<file path="src/rtl/pwr_pkg.sv">
package pwr_pkg;

  typedef enum logic [1:0] {
    PM_NORMAL   = 2'd0,
    PM_SOFT_OFF = 2'd1,
    PM_SLEEP    = 2'd2,
    PM_CHIP_OFF = 2'd3
  } pwr_mode_e;

  typedef struct packed {
    logic tx;
    logic ed;
    logic rx;
    logic mgmt;
  } pwr_en_t;

  localparam logic [3:0] STRAP_CHIP_OFF = 4'b0111;
  localparam int         OFF_BIT        = 11;
  localparam logic [7:0] BASIC_CTRL     = 8'h00;
  localparam logic [4:0] EXT_DEV        = 5'h1C;
  localparam logic [7:0] EXT_SLEEP      = 8'h23;
  localparam logic [7:0] EXT_INTV       = 8'h24;

  function automatic pwr_en_t mode_enables(input pwr_mode_e m);
    pwr_en_t e;
    case (m)
      PM_NORMAL:   e = '{tx: 1'b1, ed: 1'b1, rx: 1'b1, mgmt: 1'b1};
      PM_SOFT_OFF: e = '{tx: 1'b0, ed: 1'b0, rx: 1'b0, mgmt: 1'b1};
      PM_SLEEP:    e = '{tx: 1'b1, ed: 1'b1, rx: 1'b0, mgmt: 1'b1};
      default:     e = '{tx: 1'b0, ed: 1'b0, rx: 1'b0, mgmt: 1'b0};
    endcase
    return e;
  endfunction

endpackage

</file>
<file path="src/rtl/pwr_rst_sync.sv">
module pwr_rst_sync #(
  parameter int STAGES = 2
) (
  input  logic clk,
  input  logic rst_n,
  output logic rst_s_n
);
  logic [STAGES-1:0] sh_q;

  always_ff @(posedge clk or negedge rst_n) begin
    if (!rst_n) sh_q <= '0;
    else        sh_q <= {sh_q[STAGES-2:0], 1'b1};
  end

  assign rst_s_n = sh_q[STAGES-1];
endmodule

</file>
<file path="src/rtl/pwr_regfile.sv">
module pwr_regfile
  import pwr_pkg::*;
#(
  parameter int          INTV_W   = 16,
  parameter logic [15:0] INTV_RST = 16'd4
) (
  input  logic              clk,
  input  logic              rst_n,
  input  logic              lock,
  input  logic              rd_en,
  input  logic              mgmt_wr,
  input  logic              mgmt_ext,
  input  logic [4:0]        mgmt_dev,
  input  logic [7:0]        mgmt_addr,
  input  logic [15:0]       mgmt_wdata,
  output logic [15:0]       mgmt_rdata,
  output logic              off_q,
  output logic              sleep_en_q,
  output logic [INTV_W-1:0] intv_q
);
  logic              sel_basic, sel_sleep, sel_intv;
  logic              off_d, sleep_en_d;
  logic [INTV_W-1:0] intv_d;

  assign sel_basic = !mgmt_ext && (mgmt_addr == BASIC_CTRL);
  assign sel_sleep = mgmt_ext && (mgmt_dev == EXT_DEV) && (mgmt_addr == EXT_SLEEP);
  assign sel_intv  = mgmt_ext && (mgmt_dev == EXT_DEV) && (mgmt_addr == EXT_INTV);

  always_comb begin
    off_d      = off_q;
    sleep_en_d = sleep_en_q;
    intv_d     = intv_q;
    if (mgmt_wr && !lock) begin
      if (sel_basic) off_d      = mgmt_wdata[OFF_BIT];
      if (sel_sleep) sleep_en_d = mgmt_wdata[0];
      if (sel_intv)  intv_d     = mgmt_wdata[INTV_W-1:0];
    end
  end

  always_ff @(posedge clk or negedge rst_n) begin
    if (!rst_n) begin
      off_q      <= 1'b0;
      sleep_en_q <= 1'b0;
      intv_q     <= INTV_RST[INTV_W-1:0];
    end else begin
      off_q      <= off_d;
      sleep_en_q <= sleep_en_d;
      intv_q     <= intv_d;
    end
  end

  always_comb begin
    mgmt_rdata = '0;
    if (rd_en) begin
      if (sel_basic) mgmt_rdata[OFF_BIT] = off_q;
      if (sel_sleep) mgmt_rdata[0]       = sleep_en_q;
      if (sel_intv)  mgmt_rdata          = 16'(intv_q);
    end
  end
endmodule

</file>
<file path="src/rtl/pwr_state_fsm.sv">
module pwr_state_fsm
  import pwr_pkg::*;
(
  input  logic       clk,
  input  logic       rst_n,
  input  logic [3:0] strap_mode,
  input  logic       off_bit,
  input  logic       sleep_en,
  input  logic       an_en,
  input  logic       link_up,
  input  logic       energy_det,
  output logic       chip_off,
  output pwr_mode_e  mode_q
);
  logic [3:0] strap_q;
  logic       sleep_ok;
  pwr_mode_e  mode_d;

  // strap is captured on every clock while the synchronized reset is held
  always_ff @(posedge clk) begin
    if (!rst_n) strap_q <= strap_mode;
  end

  assign chip_off = (strap_q == STRAP_CHIP_OFF);
  assign sleep_ok = sleep_en && an_en && !link_up && !energy_det;

  always_comb begin
    if (chip_off)      mode_d = PM_CHIP_OFF;
    else if (off_bit)  mode_d = PM_SOFT_OFF;
    else if (sleep_ok) mode_d = PM_SLEEP;
    else               mode_d = PM_NORMAL;
  end

  always_ff @(posedge clk or negedge rst_n) begin
    if (!rst_n) mode_q <= PM_NORMAL;
    else        mode_q <= mode_d;
  end
endmodule

</file>
<file path="src/rtl/pwr_lp_timer.sv">
module pwr_lp_timer #(
  parameter int PRESCALE = 8,
  parameter int INTV_W   = 16
) (
  input  logic              clk,
  input  logic              rst_n,
  input  logic              active,
  input  logic [INTV_W-1:0] interval,
  output logic              lp_req
);
  localparam int              PRE_W    = (PRESCALE > 2) ? $clog2(PRESCALE) : 1;
  localparam logic [PRE_W-1:0] PRE_LAST = PRE_W'(PRESCALE - 1);

  logic [PRE_W-1:0]  pre_q, pre_d;
  logic [INTV_W-1:0] cnt_q, cnt_d;
  logic [INTV_W-1:0] limit;
  logic              pulse_q, pulse_d;
  logic              tick, hit;

  assign tick  = active && (pre_q == PRE_LAST);
  assign limit = (interval == '0) ? INTV_W'(1) : interval;
  assign hit   = ({1'b0, cnt_q} + 1'b1) >= {1'b0, limit};

  always_comb begin
    pre_d   = '0;
    cnt_d   = '0;
    pulse_d = 1'b0;
    if (active) begin
      pre_d   = tick ? '0 : pre_q + 1'b1;
      cnt_d   = tick ? (hit ? '0 : cnt_q + 1'b1) : cnt_q;
      pulse_d = tick && hit;
    end
  end

  always_ff @(posedge clk or negedge rst_n) begin
    if (!rst_n) begin
      pre_q   <= '0;
      cnt_q   <= '0;
      pulse_q <= 1'b0;
    end else begin
      pre_q   <= pre_d;
      cnt_q   <= cnt_d;
      pulse_q <= pulse_d;
    end
  end

  assign lp_req = pulse_q && active;
endmodule

</file>
<file path="src/rtl/pwr_mode_ctrl.sv">
module pwr_mode_ctrl
  import pwr_pkg::*;
#(
  parameter int          PRESCALE    = 8,
  parameter int          INTV_W      = 16,
  parameter logic [15:0] INTV_RST    = 16'd4,
  parameter int          SYNC_STAGES = 2
) (
  input  logic        clk,
  input  logic        rst_n,
  input  logic [3:0]  strap_mode,
  input  logic        an_en,
  input  logic        link_up,
  input  logic        energy_det,
  input  logic        mgmt_wr,
  input  logic        mgmt_ext,
  input  logic [4:0]  mgmt_dev,
  input  logic [7:0]  mgmt_addr,
  input  logic [15:0] mgmt_wdata,
  output logic [15:0] mgmt_rdata,
  output logic        tx_en,
  output logic        ed_en,
  output logic        rx_en,
  output logic        mgmt_en,
  output logic [1:0]  pwr_mode,
  output logic        lp_req
);
  logic              rst_s_n;
  logic              chip_off;
  logic              off_q, sleep_en_q;
  logic [INTV_W-1:0] intv_q;
  pwr_mode_e         mode_q;
  pwr_en_t           en;

  pwr_rst_sync #(.STAGES(SYNC_STAGES)) u_sync (
    .clk(clk), .rst_n(rst_n), .rst_s_n(rst_s_n)
  );

  pwr_regfile #(.INTV_W(INTV_W), .INTV_RST(INTV_RST)) u_regs (
    .clk(clk), .rst_n(rst_s_n), .lock(chip_off), .rd_en(en.mgmt),
    .mgmt_wr(mgmt_wr), .mgmt_ext(mgmt_ext), .mgmt_dev(mgmt_dev),
    .mgmt_addr(mgmt_addr), .mgmt_wdata(mgmt_wdata), .mgmt_rdata(mgmt_rdata),
    .off_q(off_q), .sleep_en_q(sleep_en_q), .intv_q(intv_q)
  );

  pwr_state_fsm u_fsm (
    .clk(clk), .rst_n(rst_s_n), .strap_mode(strap_mode),
    .off_bit(off_q), .sleep_en(sleep_en_q), .an_en(an_en),
    .link_up(link_up), .energy_det(energy_det),
    .chip_off(chip_off), .mode_q(mode_q)
  );

  pwr_lp_timer #(.PRESCALE(PRESCALE), .INTV_W(INTV_W)) u_timer (
    .clk(clk), .rst_n(rst_s_n), .active(mode_q == PM_SLEEP),
    .interval(intv_q), .lp_req(lp_req)
  );

  assign en       = mode_enables(mode_q);
  assign tx_en    = en.tx;
  assign ed_en    = en.ed;
  assign rx_en    = en.rx;
  assign mgmt_en  = en.mgmt;
  assign pwr_mode = mode_q;
endmodule

</file>
<file path="config.mk">
export PLATFORM = sky130hd
export DESIGN_NAME = pwr_mode_ctrl
export DESIGN_NICKNAME = d
export VERILOG_FILES = /design/src/rtl/pwr_pkg.sv /design/src/rtl/pwr_rst_sync.sv /design/src/rtl/pwr_regfile.sv /design/src/rtl/pwr_state_fsm.sv /design/src/rtl/pwr_lp_timer.sv /design/src/rtl/pwr_mode_ctrl.sv
export SDC_FILE = /design/constraint.sdc
export NUM_CORES = 1
export LEC_CHECK = 0
export ABC_AREA = 1
export BUFFER_PORTS_ARGS = -buffer_cell sky130_fd_sc_hd__clkbuf_2
export CORE_ASPECT_RATIO = 0.5
export CORE_MARGIN = 1.5
export CORE_UTILIZATION = 40
export DETAILED_ROUTE_END_ITERATION = 10
export SETUP_SLACK_MARGIN = 0.15
export SLEW_MARGIN = 20
export SYNTH_ARGS = -nofsm -noshare
export SYNTH_HDL_FRONTEND = slang
export SYNTH_HIERARCHICAL = 1
export SYNTH_SLANG_ARGS = --single-unit
</file>
<file path="constraint.sdc">
create_clock -name clk -period 1.6 [get_ports clk]
set_input_delay 0.08 -clock clk [delete_from_list [all_inputs] [get_ports clk]]
set_output_delay 0.08 -clock clk [all_outputs]
set_load 0.02 [all_outputs]
</file>
==> impl_metrics.toml <==
[synth]
synth_common_cells = "139 x nand2_1, 76 x inv_1, 53 x nor2_1, 41 x dfrtp_1, 27 x nand4_1"
syn_area_sq_um = 3421
syn_avg_cell_area_sq_um = 7.372
yosys.area.top_type = "dfrtp_1"
ys_seq_area_frac = 0.3427
async_flop_share = 0.9130
synth-seq-cells = 46
synthTopCellsByArea = "dfrtp_1 30%, nand2_1 15%, inv_1 8.3%"
synth_top_area_share = 0.2999
yosysUniqueCellTypes = 38
syn_inst = 464
syn_nets = 523
yosysWarnings = 6
ys.flop_type = "dfrtp_1"
synth_edf_count = 4
synth_most_common_cell = "nand2_1"

[power_and_ir_drop]
switchingPower_mw = 0.5852
power_per_cell_area_nw_per_um2 = 523.2
share_comb_of_total_power = 0.076
netSwitchingFraction = 0.2116
pwr-share-clk = 0.492
p_total_mw = 2.765
seqPwrFrac = 0.433
p_leak_nw = 2.713
internal-power_mw = 2.180
peakVddDrop_mv = 0.5026

[clock_tree]
h-tree-depth = 2
clock_sinks = 46
cts_tree = "yes"
clock_path_buffers = 2
cts_buffers = 5
clockRootBuffer = "clkbuf_16"
clock_latency_ps = 290
clk_pin_slew_ps = 60

[drt]
dr.pass1.iters = 7
drtAntennaViolNets = 0
wl_microns = 9538
drcViolationCount = 0
initialDrtViolationCount = 196
num_vias = 3451
vias_per_cell = 4.695
wire_per_inst_microns = 12.98

[timing]
skew_ps = 4.863
worst_slack_ps = -798.7
worst_pin_slew_ps = 529.1
rsz0062_at_grt = "true"
relSlewSlack = 0.6473
tns_ps = -13250
fmax_mhz = 416.9
period_share = 1.499
fin_crit_ps = 2399
slew_viol_final = 0
hold_violations = 0
setup_violations = 17
timing.hold.ws_ps = 28.12

[worst_setup_path]
critPathKind = "reg -> reg"
arrival_ps = 2580
cp_top_family = "simple AND/OR/NAND/NOR gates"
worstSetupStartpointType = "flop"
critPathCaptureType = "flop"
worst-path-buf-inv = 3
path_cells = "ha_2 -> nand2_2 -> inv_2 -> nand2_4 -> nor2_4 -> nand4_1 -> nand2_1 -> inv_2 -> ha_4 -> nand4_1 -> nor2_2 -> nand2_2 -> nor2_4 -> buf_12 -> nand2_8 -> nand3_2 -> nand2_1"
required_ps = 1780
cp_slowest_cell = "dfrtp_1"
cp_max_fo = 8
max_stage_delay_ps = 380

[outcome]
violations = "negative setup slack"
status = "finished with violations"

[place]
place_congestion = 0.8259
numPortBuffers = 62
dp.cells = 693
post-dp-hpwl_microns = 6348
dpl-instance-area_sq_um = 4325
dpl_worst_slack_ps = -1158

[floorplan]
ios = 63
core_sq_um = 8144
dieArea_sq_um = 9149
die_w_microns = 133.8
die_h_microns = 68.39
rows = 23
start_util = 0.4200

[final_layout]
fin_util = 0.6489
multi_input_area_sq_um = 2201
num-nets-final = 681
stdcell_count = 735
seq_area_sq_um = 1174
area_delta_synth_final_pct = 54.50
drive_above_1_share = 0.4382
final_cell_area_sq_um = 5285
fillers = 665
antenna_cells = 0

[global_route]
grt_pass1_wl_microns = 14950
grt_use_total = 0.2107
grt-ovfl-total = 0
grt_max_degree = 41
grt_pass1_vias = 3100
antenna_found_initial = 0

[min_path]
hp-class = "in -> reg"

[run]
maxCapViolations = 0
[layout make-up]
class	instances	area share
Sequential cell	46	0.2221
Timing Repair Buffer	161	0.2417
Tap cell	112	0.02652
Inverter	79	0.05658
Clock buffer	5	0.02367
Clock inverter	3	0.01302
Multi-Input combinational cell	329	0.4164
[layer usage]
layer,global-route usage,wire [microns],vias to the layer above
met1,0.2889,4457,1580
li1,-,-,1766
met5,0,0,-
met2,0.3499,4488,97
met3,0.04296,527,8
met4,0.04076,65,0
[path summary, 6_finish.rpt]
kind / slack, ps / end / cells after the start / from
min in group asynchronous: 130 / u_sync/sh_q[1]$_DFF_PN0_ / 2 / rst_n
setup reg to reg: -800 / u_timer/cnt_q[0]$_DFFE_PN0P_ / 17 / u_timer/cnt_q[0]$_DFFE_PN0P_
hold reg to reg: 350 / u_fsm/mode_q[0]$_DFF_PN0_ / 1 / u_sync/sh_q[1]$_DFF_PN0_
setup / recovery: -800 / u_timer/cnt_q[0]$_DFFE_PN0P_ / 17 / u_timer/cnt_q[0]$_DFFE_PN0P_
max in group asynchronous: 880 / u_regs/intv_q[2]$_DFFE_PN1P_ / 1 / u_sync/sh_q[1]$_DFF_PN0_
hold / removal: 30 / u_regs/intv_q[10]$_DFFE_PN0P_ / 3 / mgmt_wdata[10]
[registers in the layout (all words and copies together), names as in the netlist]
| name | flops |
|---|---|
| u_regs/off_q | 1 |
| u_sync/sh_q | 2 |
| u_regs/intv_q | 16 |
| u_regs/sleep_en_q | 1 |
| u_fsm/strap_q | 4 |
| u_timer/pulse_q | 1 |
| u_fsm/mode_q | 2 |
| u_timer/cnt_q | 16 |
| u_timer/pre_q | 3 |
[worst register-to-register path, delay by kind of cell, from the launching register on]
kind                       cells  cell delay [ps]
adders and majority gates      2              460
buffers and inverters          3              270
DFF                            1              380
and+or+nand+nor               12             1180
[cell usage in the layout (no fill, tap or decap), types with 18 or more instances in the layout]
cell and instances:
nand3_2 20, nand2_1 122, nor2_1 44, dfrtp_1 40
nor2_4 22, nand4_1 27, buf_6 18, clkbuf_2 47
buf_4 80, inv_1 68, nand2_2 21
[power by group through the flow]
| stage | sequential (mW) | clock [mW] | combinational [mW] |
|---|---|---|---|
| after CTS | 1.20 | 1.39 | 0.197 |
| after global routing | 1.20 | 1.44 | 0.231 |
| final | 1.20 | 1.36 | 0.209 |
| after global placement | 1.22 | 0 | 0.167 |
| after floorplan | 1.23 | 0 | 0.0708 |
| after detailed placement | 1.22 | 0 | 0.169 |
[what timing repair did]
| item | CTS | global route |
|---|---|---|
| cloned | 3 | 1 |
| setup endpoints to repair | 35 | 48 |
| buffers inserted | 16 | 8 |
| pin swaps | 46 | 34 |
| resized for setup | 53 | 67 |
| endpoints found under the hold margin | 7 | 0 |
| hold buffers | 6 | 0 |
[kinds of logic (layout without fill, tap and decap cells)]
kind of cell / count (synthesis) / in the layout / synth area share
AO/OA/AOI/OAI: 15 / 15 / 0.03182
XOR/XNOR: 4 / 4 / 0.01024
adder cells (fa/ha/maj): 19 / 19 / 0.06950
buffers and inverters: 92 / 248 / 0.1196
flip-flops: 46 / 46 / 0.3427
other: 1 / 1 / 0.001096
AND/OR/NAND/NOR: 287 / 290 / 0.4250
Note: power is estimated with default switching activity, not from simulation.
